## src/rtl/rs_pkg.sv

```systemverilog
package rs_pkg;

    localparam int RS_DEPTH = 16;
    localparam int RS_AW    = 15;

    typedef enum logic [1:0] {
        OP_IDLE = 2'd0,
        OP_PUSH = 2'd1,
        OP_POP  = 2'd2,
        OP_SWAP = 2'd3
    } rs_op_e;

    typedef struct packed {
        logic ovf_hit;
        logic unf_hit;
    } rs_event_t;

    function automatic rs_op_e rs_decode(input logic push, input logic pop);
        rs_op_e op;
        case ({push, pop})
            2'b10:   op = OP_PUSH;
            2'b01:   op = OP_POP;
            2'b11:   op = OP_SWAP;
            default: op = OP_IDLE;
        endcase
        return op;
    endfunction

endpackage

```

## src/rtl/rs_ptr_ctrl.sv

```systemverilog
module rs_ptr_ctrl
    import rs_pkg::*;
#(
    parameter int DEPTH = RS_DEPTH,
    localparam int PW = (DEPTH > 1) ? $clog2(DEPTH) : 1,
    localparam int CW = $clog2(DEPTH + 1)
) (
    input  logic          clk,
    input  logic          rst,
    input  rs_op_e        op,
    output logic [PW-1:0] wr_idx,
    output logic [PW-1:0] top_idx,
    output logic [CW-1:0] count_q,
    output rs_event_t     evt
);

    localparam logic [PW-1:0] LAST = PW'(DEPTH - 1);
    localparam logic [CW-1:0] FULL = CW'(DEPTH);

    logic [PW-1:0] ptr_q;
    logic [PW-1:0] ptr_inc;

    assign ptr_inc = (ptr_q == LAST) ? '0 : ptr_q + 1'b1;
    assign top_idx = (ptr_q == '0) ? LAST : ptr_q - 1'b1;
    assign wr_idx  = (op == OP_SWAP) ? top_idx : ptr_q;

    always_comb begin
        evt.ovf_hit = (op == OP_PUSH) && (count_q == FULL);
        evt.unf_hit = (op == OP_POP) && (count_q == '0);
    end

    always_ff @(posedge clk) begin
        if (rst) begin
            ptr_q   <= '0;
            count_q <= '0;
        end else begin
            case (op)
                OP_PUSH: begin
                    ptr_q <= ptr_inc;
                    if (count_q != FULL) count_q <= count_q + 1'b1;
                end
                OP_POP: begin
                    ptr_q <= top_idx;
                    if (count_q != '0) count_q <= count_q - 1'b1;
                end
                default: ;
            endcase
        end
    end

endmodule

```

## src/rtl/rs_store.sv

```systemverilog
module rs_store #(
    parameter int DEPTH = 16,
    parameter int AW    = 15,
    localparam int PW = (DEPTH > 1) ? $clog2(DEPTH) : 1
) (
    input  logic          clk,
    input  logic          rst,
    input  logic          we,
    input  logic [PW-1:0] wr_idx,
    input  logic [AW-1:0] wr_data,
    input  logic [PW-1:0] rd_idx,
    output logic [AW-1:0] rd_data
);

    logic [AW-1:0] slot_q [DEPTH];

    for (genvar g = 0; g < DEPTH; g++) begin : g_slot
        always_ff @(posedge clk) begin
            if (rst)
                slot_q[g] <= '0;
            else if (we && (wr_idx == PW'(g)))
                slot_q[g] <= wr_data;
        end
    end

    assign rd_data = slot_q[rd_idx];

endmodule

```

## src/rtl/rs_flags.sv

```systemverilog
module rs_flags
    import rs_pkg::*;
(
    input  logic      clk,
    input  logic      rst,
    input  logic      clr,
    input  rs_event_t evt,
    output logic      ovf_q,
    output logic      unf_q
);

    always_ff @(posedge clk) begin
        if (rst) begin
            ovf_q <= 1'b0;
            unf_q <= 1'b0;
        end else begin
            ovf_q <= evt.ovf_hit | (ovf_q & ~clr);
            unf_q <= evt.unf_hit | (unf_q & ~clr);
        end
    end

endmodule

```

## src/rtl/ret_stack.sv

```systemverilog
module ret_stack
    import rs_pkg::*;
#(
    parameter int DEPTH = RS_DEPTH,
    parameter int AW    = RS_AW,
    localparam int PW = (DEPTH > 1) ? $clog2(DEPTH) : 1,
    localparam int CW = $clog2(DEPTH + 1)
) (
    input  logic          clk,
    input  logic          rst,
    input  logic          push_en,
    input  logic [AW-1:0] push_addr,
    input  logic          pop_en,
    input  logic          flag_clr,
    output logic [AW-1:0] ret_addr,
    output logic          overflow,
    output logic          underflow
);

    rs_op_e        op;
    rs_event_t     evt;
    logic [PW-1:0] wr_idx;
    logic [PW-1:0] top_idx;
    logic [CW-1:0] count_q;
    logic          store_we;

    assign op       = rs_decode(push_en, pop_en);
    assign store_we = (op == OP_PUSH) || (op == OP_SWAP);

    rs_ptr_ctrl #(.DEPTH(DEPTH)) u_ptr (
        .clk     (clk),
        .rst     (rst),
        .op      (op),
        .wr_idx  (wr_idx),
        .top_idx (top_idx),
        .count_q (count_q),
        .evt     (evt)
    );

    rs_store #(.DEPTH(DEPTH), .AW(AW)) u_store (
        .clk     (clk),
        .rst     (rst),
        .we      (store_we),
        .wr_idx  (wr_idx),
        .wr_data (push_addr),
        .rd_idx  (top_idx),
        .rd_data (ret_addr)
    );

    rs_flags u_flags (
        .clk   (clk),
        .rst   (rst),
        .clr   (flag_clr),
        .evt   (evt),
        .ovf_q (overflow),
        .unf_q (underflow)
    );

endmodule

```

## config.mk

```make
export PLATFORM = sky130hd
export DESIGN_NAME = ret_stack
export DESIGN_NICKNAME = d
export VERILOG_FILES = /design/src/rtl/rs_pkg.sv /design/src/rtl/rs_ptr_ctrl.sv /design/src/rtl/rs_store.sv /design/src/rtl/rs_flags.sv /design/src/rtl/ret_stack.sv
export SDC_FILE = /design/constraint.sdc
export NUM_CORES = 1
export LEC_CHECK = 0
export ABC_CLOCK_PERIOD_IN_PS = 4600
export BUFFER_PORTS_ARGS = -buffer_cell sky130_fd_sc_hd__buf_2
export CAP_MARGIN = 15
export CORE_ASPECT_RATIO = 2
export CORE_UTILIZATION = 68
export CTS_CLUSTER_SIZE = 14
export DETAILED_ROUTE_END_ITERATION = 12
export PLACE_DENSITY = 0.84
export SLEW_MARGIN = 0
export SYNTH_ARGS = -nofsm -noshare
export SYNTH_HDL_FRONTEND = slang
export SYNTH_SLANG_ARGS = --single-unit
export TNS_END_PERCENT = 1
```

## constraint.sdc

```tcl
create_clock -name clk -period 4.6 [get_ports clk]
set_input_delay 0.23 -clock clk [delete_from_list [all_inputs] [get_ports clk]]
set_output_delay 0.23 -clock clk [all_outputs]
set_load 0.005 [all_outputs]
```

### Word level (Yosys, flattened, before mapping)

Memory sizes are Yosys's and may differ from the RTL's.
Index checks and enable logic that the tools add are counted.

* $add $sub $neg: 4
* multiply operators: 0
* divide/modulo/power cells: 0
* magnitude comparators: 0
* eq/ne operators: 26
* shift operators: 0
* muxes and demuxes: 74
* bitwise logic cells: 21
* reductions and logical operators: 25

Operators by type and width (number)
* 2-to-1 mux 15 bit: 16
* 2-to-1 mux 1 bit: 50
* equality test 4 bit (second input constant): 9
* logical AND 1 bit: 18
* OR 1 bit: 18
* equality test 4 x 3 -> 1 bit (second input constant): 4
* 2-to-1 mux 4 bit: 3
* 2-to-1 mux 5 bit: 2
* case mux 5 bit (2 select lines): 1
* equality test 2 bit (second input constant): 4
* equality test 4 x 2 -> 1 bit (second input constant): 2
* logical NOT 4 bit: 2
* case mux 4 bit (2 select lines): 1
* case mux 2 bit (3 select lines): 1
* adder 5 x 1 -> 5 bit (second input constant): 1
* equality test 5 bit (second input constant): 1
* logical NOT 5 bit: 1
* inequality test 5 bit (second input constant): 1
* nonzero test 5 bit: 1
* subtractor 5 x 1 -> 5 bit (second input constant): 1
* adder 4 x 1 -> 4 bit (second input constant): 1
* equality test 2 x 1 -> 1 bit (second input constant): 2
* equality test 4 x 1 -> 1 bit (second input constant): 1
* subtractor 4 x 1 -> 4 bit (second input constant): 1
* other kinds (7): 8

* register bits after elaboration: 11
* latch bits: 0
* RAM bits: 240
* memory bits (read-only): 0
* input bits: 20
* output and inout port bits: 17
* memories kept: 1

Memories
* u_store.slot_q: words 16, bits a word 15, read ports 1, clocked after memory_dff 0, wr ports 16, RTL line rs_store.sv:15 `logic [AW-1:0] slot_q [DEPTH];`

### Depth between registers and ports, before layout

Gate-level depths: netlist (run 1).

* word-level depth: 10
* mapped depth: 11

### Cells and area by module

From an unflattened synthesis (run 1), not the netlist that was laid out.

* cells, all modules: 801
* area total of the unflattened synthesis: 11808.8 um^2

Modules (own cells, without submodules)
* rs_store: times used 1, cells each 689, area each 10931.7 um^2, seq. area each 7206.9 um^2
* rs_ptr_ctrl: times used 1, cells each 101, area each 795.8 um^2, seq. area each 180.2 um^2
* rs_flags: times used 1, cells each 8, area each 70.1 um^2, seq. area each 40.0 um^2
* ret_stack: times used 1, cells each 3, area each 11.3 um^2, seq. area each 0.0 um^2

### Worst setup path before layout (run 1)

No wires, ideal clock.

* path type: reg2reg
* start point: register u_ptr.ptr_q[0]
* end point: memory u_store.slot_q[10][0] (enable)
* library setup time: 0.390 ns
* arrival: 2.600 ns
* data required time: 4.210 ns
* path slack: 1.610 ns
* stages on the path, launching flop included: 10
* period minus slack after synthesis: 2.990 ns
* path through: dfxtp_1 > buf_2 > inv_1 > ha_1 > and2b_1 > a21oi_4 > a21o_1 > buf_2 > nand2_1 > o21bai_1

RTL lines
* start, declared: RTL line rs_ptr_ctrl.sv:20 `logic [PW-1:0] ptr_q;`
* start signal, assigned: RTL line rs_ptr_ctrl.sv:39 `ptr_q <= ptr_inc;`
* start signal, assigned: RTL line rs_ptr_ctrl.sv:43 `ptr_q <= top_idx;`
* end, declared: RTL line rs_store.sv:15

### Final worst setup path (run 1)

* start point: register u_ptr.ptr_q[1]
* end point: output ret_addr[13]

* word-level cells in the longest chain between the ends: 3
* elaborated cells on any way between the ends: 4
* those cells by class: add/sub (1); mux (1); reduce/logical (1); memory (1)

Ends and longest elaborated chain
* subtractor 4 x 1 -> 4 bit / logical NOT 4 bit (equally long branches): RTL line rs_ptr_ctrl.sv:24 `assign top_idx = (ptr_q == '0) ? LAST : ptr_q - 1'b1;`
* 2-to-1 mux 4 bit *: RTL line rs_ptr_ctrl.sv:24
* memory read (16 x 15 bit) *
* end, declared: RTL line ret_stack.sv:15 `output logic [AW-1:0] ret_addr,`

Mark *: on every way between the ends. The rest lies on a longest branch, timed or not.

==> run metrics, run 1 <==
Die X-Extent=99.5 µm; total grt overflow=0; routed vias/inst=6.59; share of cells above drive strength 1=13.9%; GRT Overall Usage=34.8%; H-tree Lvls=1; fin nets=1102; Port Buffers=36; worst-margin pin slew=1.18 ns; CP bufs+invs=3; Final Hold Viols=0; PD cells=413 nW/µm²; CTS sink cnt=251; asr flop ratio synth=0%; first-pass GRT wire length=50100 µm; mapped cell area=12900 µm²; CORE AREA=18700 µm²; drt first pass iters=5; Initial Utilization=69.0%; CTS tree=built; Reg2Reg Setup Slack=1.03 ns; routed len/inst=24.7 µm; # diodes=0; Post-synth EDFFs=240; Routed Antenna Nets=0; peak supply drop=0.359 mV; clk_skew=0.00712 ns; Inserted Clock Buffers=22; Resized cells post-CTS=0; TNS Setup=0 ns; Pleak=5.14 nW; Max-Cap Viols=0; # setup viols final=0; Slew Limit Fails=0; status=completed; Worst-Skew Late Latency=0.51 ns; warnings from Yosys=0; Syn Nets=1117; Hold Path Class=in2reg; WP data required=4.37 ns; fin cells=1338; Final Util=73.6%; Slowest cell on crit path=dfxtp_1; Die ar.=19600 µm²; Max-slew headroom=21.2%; DRC marker count from the first detailed-route iteration=800; HPWL Detailed=21900 µm; vias=8824; post-placement cell count=1304; initial antenna violation count=0; Mapped Cells=1088; DRC Markers=0; Std-Cell Rows=71; CP max FO=26; crit-path cells=inv_1 > ha_4 > and2b_1 > a21oi_4 > buf_4 > mux2i_1 > o311ai_1 > o41ai_1 > buf_2; vias in the first global route=8867; drt total wl=33100 µm; critical path's top delay family=compound AO/OA/AOI/OAI gates; Setup crit end kind=output pin; postcts setup bufs=0; RSZ-0062 raised after global routing=no; Worst-path clk slew=0.07 ns; dominant synthesized flop cell=edfxtp_1; CP Launch Type=flip-flop; synth unique cells=65; CP max stage delay=0.61 ns; synth-to-layout area growth=6.64%; Avg Inst Size Synth=11.9 µm²; Seq/Total Area, Yosys=57.4%; Worst Path Arrival=3.84 ns; Max Root-Sink Buffers=3; FMAX=0.246 GHz; largest net degree at the start of global routing=81; flops & latches, synth=251; die height=197 µm; Placer Congestion=0.887; hold buffers post-CTS=0; minimum clock period=4.07 ns; critical path class=reg2out; clock root buffer=clkbuf_16; I/O pins=37; Tcrit/Tclk final=88.5%
final timing paths:
| path | start | endpoint | depth (start not counted) |
|---|---|---|---|
| max | u_ptr.ptr_q[1] | ret_addr[13] | 9 |
| max reg2reg | u_ptr.ptr_q[1] | u_store.slot_q[1][14] | 7 |
| min reg2reg | u_flags.ovf_q | u_flags.ovf_q | 2 |
| min | flag_clr | u_flags.ovf_q | 4 |
synthesized netlist by cell type (2+ instances only):
| master | count | area, µm² |
|---|---|---|
| a22oi_1 | 2 | 15.0 |
| buf_2 | 27 | 135 |
| buf_6 | 5 | 56.3 |
| a22o_1 | 12 | 105 |
| a21oi_4 | 2 | 32.5 |
| nor2b_1 | 4 | 25.0 |
| inv_1 | 12 | 45.0 |
| nor3_2 | 7 | 70.1 |
| or3_1 | 2 | 12.5 |
| a221oi_1 | 2 | 17.5 |
| nand4b_1 | 11 | 96.3 |
| xor2_1 | 2 | 17.5 |
| a21oi_1 | 61 | 305 |
| edfxtp_1 | 240 | 7210 |
| o41ai_1 | 11 | 96.3 |
| nand2_1 | 83 | 312 |
| o21ai_0 | 11 | 55.1 |
| clkbuf_2 | 4 | 20.0 |
| nor4_1 | 2 | 12.5 |
| nor3_4 | 10 | 163 |
| buf_1 | 6 | 22.5 |
| and2_1 | 241 | 1510 |
| nand2b_1 | 15 | 93.8 |
| buf_4 | 8 | 60.1 |
| ha_1 | 8 | 100 |
| nor2_1 | 35 | 131 |
| nand3_1 | 14 | 70.1 |
| o311ai_1 | 11 | 96.3 |
| xnor2_1 | 5 | 43.8 |
| a21o_1 | 12 | 90.1 |
| a211oi_1 | 19 | 143 |
| clkbuf_1 | 46 | 173 |
| nor3b_1 | 22 | 165 |
| mux4_2 | 4 | 90.1 |
| a31oi_1 | 17 | 106 |
| mux2_2 | 30 | 338 |
| o21bai_1 | 9 | 67.6 |
| a32oi_1 | 2 | 17.5 |
| a32o_1 | 3 | 30.0 |
| mux2i_1 | 17 | 170 |
| o22ai_1 | 11 | 68.8 |
| a2111oi_0 | 7 | 61.3 |
| dfxtp_1 | 11 | 220 |
| o211ai_1 | 4 | 30.0 |
logic make-up after synthesis:
family                     share of synthesized area [%]
AOI/OAI and AO/OA                                   11.5
buffers and inverters                               3.99
and+or+nand+nor                                     21.0
muxes                                               4.62
DFF                                                 57.4
adders and majority gates                          0.929
xor gates and xnor gates                           0.474
cell type report:
type                            instances  area [µm²]
Tap cell                              255         319
Clock buffer                           31         616
Fill cell                            1256        4950
Clock inverter                          3        38.8
Sequential cell                       251        7430
Multi-Input combinational cell        728        5000
Timing Repair Buffer                   57         338
Inverter                               13        48.8
power by group:
| part | switching [W] | internal (W) | total (W) |
|---|---|---|---|
| registers | 0.0000515 | 0.00263 | 0.00268 |
| clock network | 0.000788 | 0.000981 | 0.00177 |
| logic | 0.000826 | 0.000415 | 0.00124 |
flip-flops by register name, indices dropped and copies added, names as in the netlist:
signal          cells
u_flags.unf_q       1
u_ptr.ptr_q         4
u_store.slot_q    240
u_flags.ovf_q       1
u_ptr.count_q       5
routing by layer:
metal	GRT usage [%]	wire (µm)
met5	0	0
met4	17.3	1640
met3	3.72	2380
met2	64.3	17900
met1	39.2	11200
worst register-to-register path, stage by stage (launching register included):
cell and delay [ns]:
dfxtp_1 0.61, inv_1 0.16, ha_4 0.28, and2b_1 0.24, a21oi_4 0.50, a21o_1 0.58
nor2_1 0.22, a21o_1 0.56
stage by stage:
step           hold slack (ns)  total power, W  setup WS (ns)  instance area [µm²]
2_1_floorplan            0.423         0.00354           1.61                12900
3_3_place_gp             0.477         0.00391           1.14                13100
3_5_place_dp             0.486         0.00395           1.10                13100
4_1_cts                 0.0425         0.00567          0.552                13800
5_1_grt                 0.0719         0.00585          0.355                13800
6_report                0.0507         0.00569          0.529                13800
cells in the final DEF, fill, tap and decap left out, drive strengths merged, types with 17 or more instances in the layout:
cell type,n
buf,57
edfxtp,240
nor2,35
clkbuf,31
mux2,30
mux2i,17
a21oi,64
nor3,18
and2,241
a31oi,18
nor3b,23
a211oi,19
nand2,83
No activity file was read; power rests on OpenSTA's default activity.
==> run 2: changes to the inputs <==
--- a/config.mk
+++ b/config.mk
@@ -5,14 +5,15 @@
 export SDC_FILE = /design/constraint.sdc
 export NUM_CORES = 1
 export LEC_CHECK = 0
+export ABC_AREA = 1
 export ABC_CLOCK_PERIOD_IN_PS = 4600
 export BUFFER_PORTS_ARGS = -buffer_cell sky130_fd_sc_hd__buf_2
 export CAP_MARGIN = 15
 export CORE_ASPECT_RATIO = 2
-export CORE_UTILIZATION = 68
+export CORE_UTILIZATION = 67
 export CTS_CLUSTER_SIZE = 14
 export DETAILED_ROUTE_END_ITERATION = 12
-export PLACE_DENSITY = 0.84
+export PLACE_DENSITY = 0.83
 export SLEW_MARGIN = 0
 export SYNTH_ARGS = -nofsm -noshare
 export SYNTH_HDL_FRONTEND = slang
==> run metrics, run 2 <==
drt total wl=32100 µm (was 33100 µm); Area contributors post-synth=edfxtp_1 58%, nand3_1 10%, nor2_1 7.7% (was edfxtp_1 56%, and2_1 12%, mux2_2 2.6%); minimum clock period=3.88 ns (was 4.07 ns); Max-Cap Viols=0 (unchanged); Synth area leader=edfxtp_1 (unchanged); drt first pass iters=10 (was 5); vias in the first global route=9319 (was 8867); synth-to-layout area growth=7.03% (was 6.64%); Hold Path Class=in2reg (unchanged); total grt overflow=0 (unchanged); WP data required=4.37 ns (about the same); Die X-Extent=98.4 µm (was 99.5 µm); Worst-Skew Late Latency=0.52 ns (was 0.51 ns); TNS Setup=0 ns (unchanged); Initial Utilization=68.4% (was 69.0%); # diodes=0 (unchanged); violated checks=DRC; I/O pins=37 (unchanged); Die ar.=19200 µm² (was 19600 µm²); commonest non-fill, non-tap cell in the layout=nor2_1 (was and2_1); DRC marker count from the first detailed-route iteration=1275 (was 800); warnings from Yosys=0 (unchanged); Post-synth EDFFs=240 (unchanged); share of cells above drive strength 1=8.26% (was 13.9%); CTS tree=built (unchanged); DRC Markers=3 (was 0); worst-margin pin slew=1.14 ns (was 1.18 ns); Filler cells=1296 (was 1256); RSZ-0062 raised after global routing=no (unchanged); Setup crit end kind=output pin (unchanged); HPWL Detailed=19700 µm (was 21900 µm); # setup viols final=0 (unchanged); Syn Nets=1374 (was 1117); Mapped Cells=1345 (was 1088); clock root buffer=clkbuf_16 (unchanged); Routed Antenna Nets=0 (unchanged); fin nets=1360 (was 1102); Pleak=5.71 nW (was 5.14 nW); Commonest cells post-synth=257 x nor2_1, 249 x nand3_1, 240 x edfxtp_1, 188 x nand2_1, 142 x inv_1 (was 241 x and2_1, 240 x edfxtp_1, 83 x nand2_1, 61 x a21oi_1, 46 x clkbuf_1); Std-Cell Rows=70 (was 71); CP Launch Type=flip-flop (unchanged); Tcrit/Tclk final=84.3% (was 88.5%); GRT Overall Usage=34.1% (was 34.8%); Final Hold Viols=0 (unchanged); top cell type's share of synthesized area=57.8% (was 55.7%); most frequent cells in the layout=257 x nor2_1, 249 x nand3_1, 240 x edfxtp_1 (was 241 x and2_1, 240 x edfxtp_1, 83 x nand2_1); initial antenna violation count=0 (unchanged); Inserted Clock Buffers=22 (unchanged); die height=195 µm (was 197 µm); Placer Congestion=0.855 (was 0.887); Slew Limit Fails=0 (unchanged); routed vias/inst=6.25 (was 6.59); Seq/Total Area, Yosys=59.6% (was 57.4%); vias=9747 (was 8824); Max-slew headroom=24.1% (was 21.2%); worst hold margin=0.0201 ns (was 0.0507 ns); most frequent cell after synthesis=nor2_1 (was and2_1); flops & latches, synth=251 (unchanged); first-pass GRT wire length=49400 µm (was 50100 µm); status=complete, but fails checks (was completed); largest net degree at the start of global routing=64 (was 81); Top reg by flops=u_store.slot_q (unchanged); Largest regs=u_store.slot_q: 240 flops, u_ptr.count_q: 5 flops, u_ptr.ptr_q: 4 flops (unchanged); Avg Inst Size Synth=9.27 µm² (was 11.9 µm²); routed len/inst=20.6 µm (was 24.7 µm); H-tree Lvls=1 (unchanged); Worst-path clk slew=0.06 ns (was 0.07 ns); mapped cell area=12500 µm² (was 12900 µm²); critical path class=reg2out (unchanged); Max Root-Sink Buffers=3 (unchanged); CORE AREA=18200 µm² (was 18700 µm²); asr flop ratio synth=0% (unchanged); peak supply drop=0.281 mV (was 0.359 mV); Port Buffers=36 (unchanged); dominant synthesized flop cell=edfxtp_1 (unchanged); CP max FO=63 (was 26); synth unique cells=26 (was 65); max FFs per register=240 (unchanged); PD cells=422 nW/µm² (was 413 nW/µm²); clk_skew=0.0179 ns (was 0.00712 ns); FMAX=0.258 GHz (was 0.246 GHz); CTS sink cnt=251 (unchanged); Worst Path Arrival=3.65 ns (was 3.84 ns)
run 2: final cells by class:
cell class                      count  area (µm²)  share of cell area (%)
Clock buffer                       34         617                    4.62
Clock inverter                      3        15.0                   0.113
Inverter                          149         559                    4.19
Multi-Input combinational cell    848        4090                    30.7
Sequential cell                   251        7430                    55.7
Tap cell                          216         270                    2.03
Timing Repair Buffer               59         355                    2.66
run 2: timing repair:
action                                  in CTS  in global routing
endpoints found under the setup margin       0                  0
buffers inserted                             0                  0
hold buffers                                 1                  0
hold endpoints to repair                     1                  0
resized for setup                            0                  0
run 2: routing by layer:
| layer | vias up | GRT usage, % | wire, µm | part of all wire (%) |
|---|---|---|---|---|
| met5 | - | 0 | 0 | 0 |
| met4 | 0 | 22.5 | 2050 | 6.4 |
| met3 | 114 | 4.31 | 3320 | 10 |
| met2 | 619 | 56.9 | 16000 | 50 |
| met1 | 4588 | 41.5 | 10700 | 33 |
| li1 | 4426 | - | - | - |
run 2: cell families (layout without fill, tap and decap cells):
kind of cell | count (synthesis) | after routing | synth area share, %
buffers and inverters | 246 | 245 | 7.72
flip-flops | 251 | 251 | 59.6
AO/OA/AOI/OAI | 38 | 38 | 1.71
adder cells (fa/ha/maj) | 9 | 9 | 0.964
XOR/XNOR | 5 | 5 | 0.351
AND/OR/NAND/NOR | 796 | 796 | 29.7
run 2: final timing paths:
path | cells past startpoint | start | to | slack, ns
min reg2reg | 2 | u_flags.ovf_q | u_flags.ovf_q | 0.47
max reg2reg | 8 | u_ptr.ptr_q[0] | u_store.slot_q[12][12] | 1.20
min | 2 | rst | u_ptr.count_q[2] | 0.02
max | 11 | u_ptr.ptr_q[1] | ret_addr[1] | 0.72
run 2: worst max-delay path, stage by stage, from the launching register on:
cell and delay, ns:
dfxtp_1 0.36, inv_1 0.10, ha_2 0.22, nand2_4 0.53, nand2_4 0.59, buf_4 0.46, nand2_1 0.10, nand3_1 0.08
nand3_1 0.13, nand3_1 0.18, nand2_1 0.17, buf_2 0.12
run 2: through the flow:
stage | utilization, % | std cells | instance area (µm²) | worst slack [ns] | power [W]
floorplan | - | 1345 | 12500 | 1.56 | 0.00352
global placement | 69.7 | 1522 | 12700 | 1.38 | 0.00390
detailed placement | 69.7 | 1522 | 12700 | 1.34 | 0.00394
CTS | 73.2 | 1560 | 13300 | 0.809 | 0.00560
global route | 73.2 | 1560 | 13300 | 0.480 | 0.00581
finish | 73.2 | 1560 | 13300 | 0.721 | 0.00562
run 2: where the power goes:
part	total, W	switching (W)	internal [W]
Sequential	0.00267	0.0000390	0.00263
Combinational	0.00125	0.000907	0.000346
Clock	0.00170	0.000780	0.000920
Total	0.00562	0.00173	0.00390
==> run 3: changes to the inputs <==
--- a/config.mk
+++ b/config.mk
@@ -6,14 +6,14 @@
 export NUM_CORES = 1
 export LEC_CHECK = 0
 export ABC_AREA = 1
-export ABC_CLOCK_PERIOD_IN_PS = 4600
+export ABC_CLOCK_PERIOD_IN_PS = 3100
 export BUFFER_PORTS_ARGS = -buffer_cell sky130_fd_sc_hd__buf_2
 export CAP_MARGIN = 15
 export CORE_ASPECT_RATIO = 2
-export CORE_UTILIZATION = 67
+export CORE_UTILIZATION = 57
 export CTS_CLUSTER_SIZE = 14
 export DETAILED_ROUTE_END_ITERATION = 12
-export PLACE_DENSITY = 0.83
+export PLACE_DENSITY = 0.75
 export SLEW_MARGIN = 0
 export SYNTH_ARGS = -nofsm -noshare
 export SYNTH_HDL_FRONTEND = slang
==> constraint.sdc (replaced) <==
create_clock -name clk -period 3.1 [get_ports clk]
set_input_delay 0.155 -clock clk [delete_from_list [all_inputs] [get_ports clk]]
set_output_delay 0.155 -clock clk [all_outputs]
set_load 0.005 [all_outputs]
==> run metrics, run 3 (synthesized netlist as in run 2, its figures left out) <==
status=completed (was complete, but fails checks); Routed Antenna Nets=0 (unchanged); total grt overflow=0 (unchanged); drt total wl=33100 µm (was 32100 µm); Max-slew headroom=43.7% (was 24.1%); fin cells=1627 (was 1560); CP max stage delay=0.36 ns (was 0.59 ns); post-placement cell count=1589 (was 1522); minimum clock period=2.97 ns; Port Buffers=36 (unchanged); worst r2r src=u_ptr.ptr_q[0] (unchanged); vias in the first global route=9241 (was 9319); fin nets=1372 (was 1360); initial antenna violation count=1 (was 0); I/O pins=37 (unchanged); Max Root-Sink Buffers=3 (unchanged); HPWL Detailed=21000 µm (was 19700 µm); critical path's top delay family=buffers and inverters (was simple AND/OR/NAND/NOR gates); largest net degree at the start of global routing=81 (was 64); Pleak=5.77 nW (was 5.71 nW); cell mode on critical path=nand3_1 (unchanged); Worst Setup SP=u_ptr.ptr_q[1] (unchanged); pre-CTS setup slack=0.560 ns (was 1.34 ns); Worst-Skew Late Latency=0.52 ns (about the same); PD cells=620 nW/µm² (was 422 nW/µm²); Reg2Reg Setup Slack=0.45 ns (was 1.20 ns); vias=9557 (was 9747); H-tree Lvls=1 (unchanged); GRT Overall Usage=30.2% (was 34.1%); share of cells above drive strength 1=8.94% (was 8.26%); TNS Setup=0 ns (unchanged); Final Util=63.0% (was 73.2%); Initial Utilization=58.0% (was 68.4%); routed vias/inst=5.87 (was 6.25); most frequent cells in the layout=257 x nor2_1, 249 x nand3_1, 240 x edfxtp_1 (unchanged); worst-margin pin slew=0.844 ns (was 1.14 ns); synth-to-layout area growth=8.58% (was 7.03%); CTS sink cnt=251 (unchanged); Largest regs=u_store.slot_q: 240 flops, u_ptr.count_q: 5 flops, u_ptr.ptr_q: 4 flops (unchanged); FMAX=0.336 GHz; peak supply drop=0.345 mV (was 0.281 mV); Hold Path Class=in2reg (unchanged); # diodes=0 (unchanged); Reg-to-Reg End=u_store.slot_q[7][4] (was u_store.slot_q[12][12]); Placer Congestion=0.869 (was 0.855); r2r worst-path depth=9 (was 8); die height=211 µm (was 195 µm); Inserted Clock Buffers=22 (unchanged); Critical Path Stages=10 (was 11); DRC Markers=0 (was 3); Std-Cell Rows=76 (was 70); Final Hold Viols=0 (unchanged); final worst slack=0.127 ns (was 0.721 ns); CP bufs+invs=5 (was 3); first-pass GRT wire length=50800 µm (was 49400 µm); clock root buffer=clkbuf_16 (unchanged); cell depth of the worst hold path=3 (was 2); crit-path cells=inv_1 > ha_2 > buf_4 > inv_2 > buf_12 > nand3_1 > nand3_1 > nand3_1 > nand2_1 > buf_2 (was inv_1 > ha_2 > nand2_4 > nand2_4 > buf_4 > nand2_1 > nand3_1 > nand3_1 > nand3_1 > nand2_1 > buf_2); Critical Path Sink=ret_addr[14] (was ret_addr[1]); Tcrit/Tclk final=95.9%; commonest non-fill, non-tap cell in the layout=nor2_1 (unchanged); Setup crit end kind=output pin (unchanged); WP data required=2.94 ns (was 4.37 ns); max FFs per register=240 (unchanged); CORE AREA=21500 µm² (was 18200 µm²); Worst Path Arrival=2.82 ns (was 3.65 ns); CP max FO=28 (was 63); # setup viols final=0 (unchanged); clk_skew=0.0103 ns (was 0.0179 ns); Filler cells=1769 (was 1296); Die X-Extent=107 µm (was 98.4 µm); Die ar.=22500 µm² (was 19200 µm²); CTS tree=built (unchanged); RSZ-0062 raised after global routing=no (unchanged); Slowest cell on crit path=dfxtp_1 (was nand2_4); DRC marker count from the first detailed-route iteration=891 (was 1275); drt first pass iters=5 (was 10); Worst-path clk slew=0.07 ns (was 0.06 ns); CP Launch Type=flip-flop (unchanged); Max-Cap Viols=0 (unchanged); critical path class=reg2out (unchanged); worst hold margin=0.174 ns (was 0.0201 ns); Top reg by flops=u_store.slot_q (unchanged); Slew Limit Fails=0 (unchanged); routed len/inst=20.3 µm (was 20.6 µm)
[run 3: layer usage]
metal  track usage [%]  part of all wire, %
met1              35.2                   35
met2              53.1                   52
met3              3.76                  7.5
met4              16.9                  5.4
met5                 0                0.060
[run 3: power by group]
part / internal, W / total [W] / switching (W)
Clock: 0.00137 / 0.00253 / 0.00116
Combinational: 0.000557 / 0.00189 / 0.00133
Sequential: 0.00390 / 0.00396 / 0.0000586
Total: 0.00583 / 0.00838 / 0.00255
[run 3: worst min path at each step]
stage | start | endpoint | slack [ns]
5_1_grt | pop_en | u_ptr.ptr_q[0] | 0.17
2_1_floorplan | flag_clr | u_flags.ovf_q | 0.33
3_3_place_gp | flag_clr | u_flags.unf_q | 0.43
3_5_place_dp | flag_clr | u_flags.ovf_q | 0.44
6_report | pop_en | u_ptr.ptr_q[0] | 0.17
4_1_cts | pop_en | u_ptr.ptr_q[0] | 0.13
[run 3: through the flow]
step	area (µm²)	power [W]
after global placement	12900	0.00586
final	13500	0.00838
after CTS	13500	0.00837
after detailed placement	12900	0.00589
after floorplan	12500	0.00523
after global routing	13500	0.00869
[run 3: worst reg2reg max path, cell delays in order, from the launching register on]
cell and delay (ns):
dfxtp_4 0.36, inv_2 0.10, ha_2 0.29, nand2_1 0.06, o21ai_0 0.12, nor2_1 0.14
nand3_1 0.22, inv_1 0.25, nand4_2 0.60, nor2_1 0.34
[run 3: layout make-up]
type                    count  area, µm²  share of cell area [%]
well taps                 273        342                    2.52
clock inverters             4       16.3                   0.120
flip-flops and latches    251       7430                    54.9
multi-input cells         848       4090                    30.2
repair buffers             71        474                    3.50
clock buffers              31        616                    4.55
inverters                 149        563                    4.16
[run 3: what timing repair did]
action	CTS	global route
hold buffers	3	0
resized for setup	0	4
setup endpoints to repair	0	14
buffers inserted	0	0
hold endpoints to repair	8	0
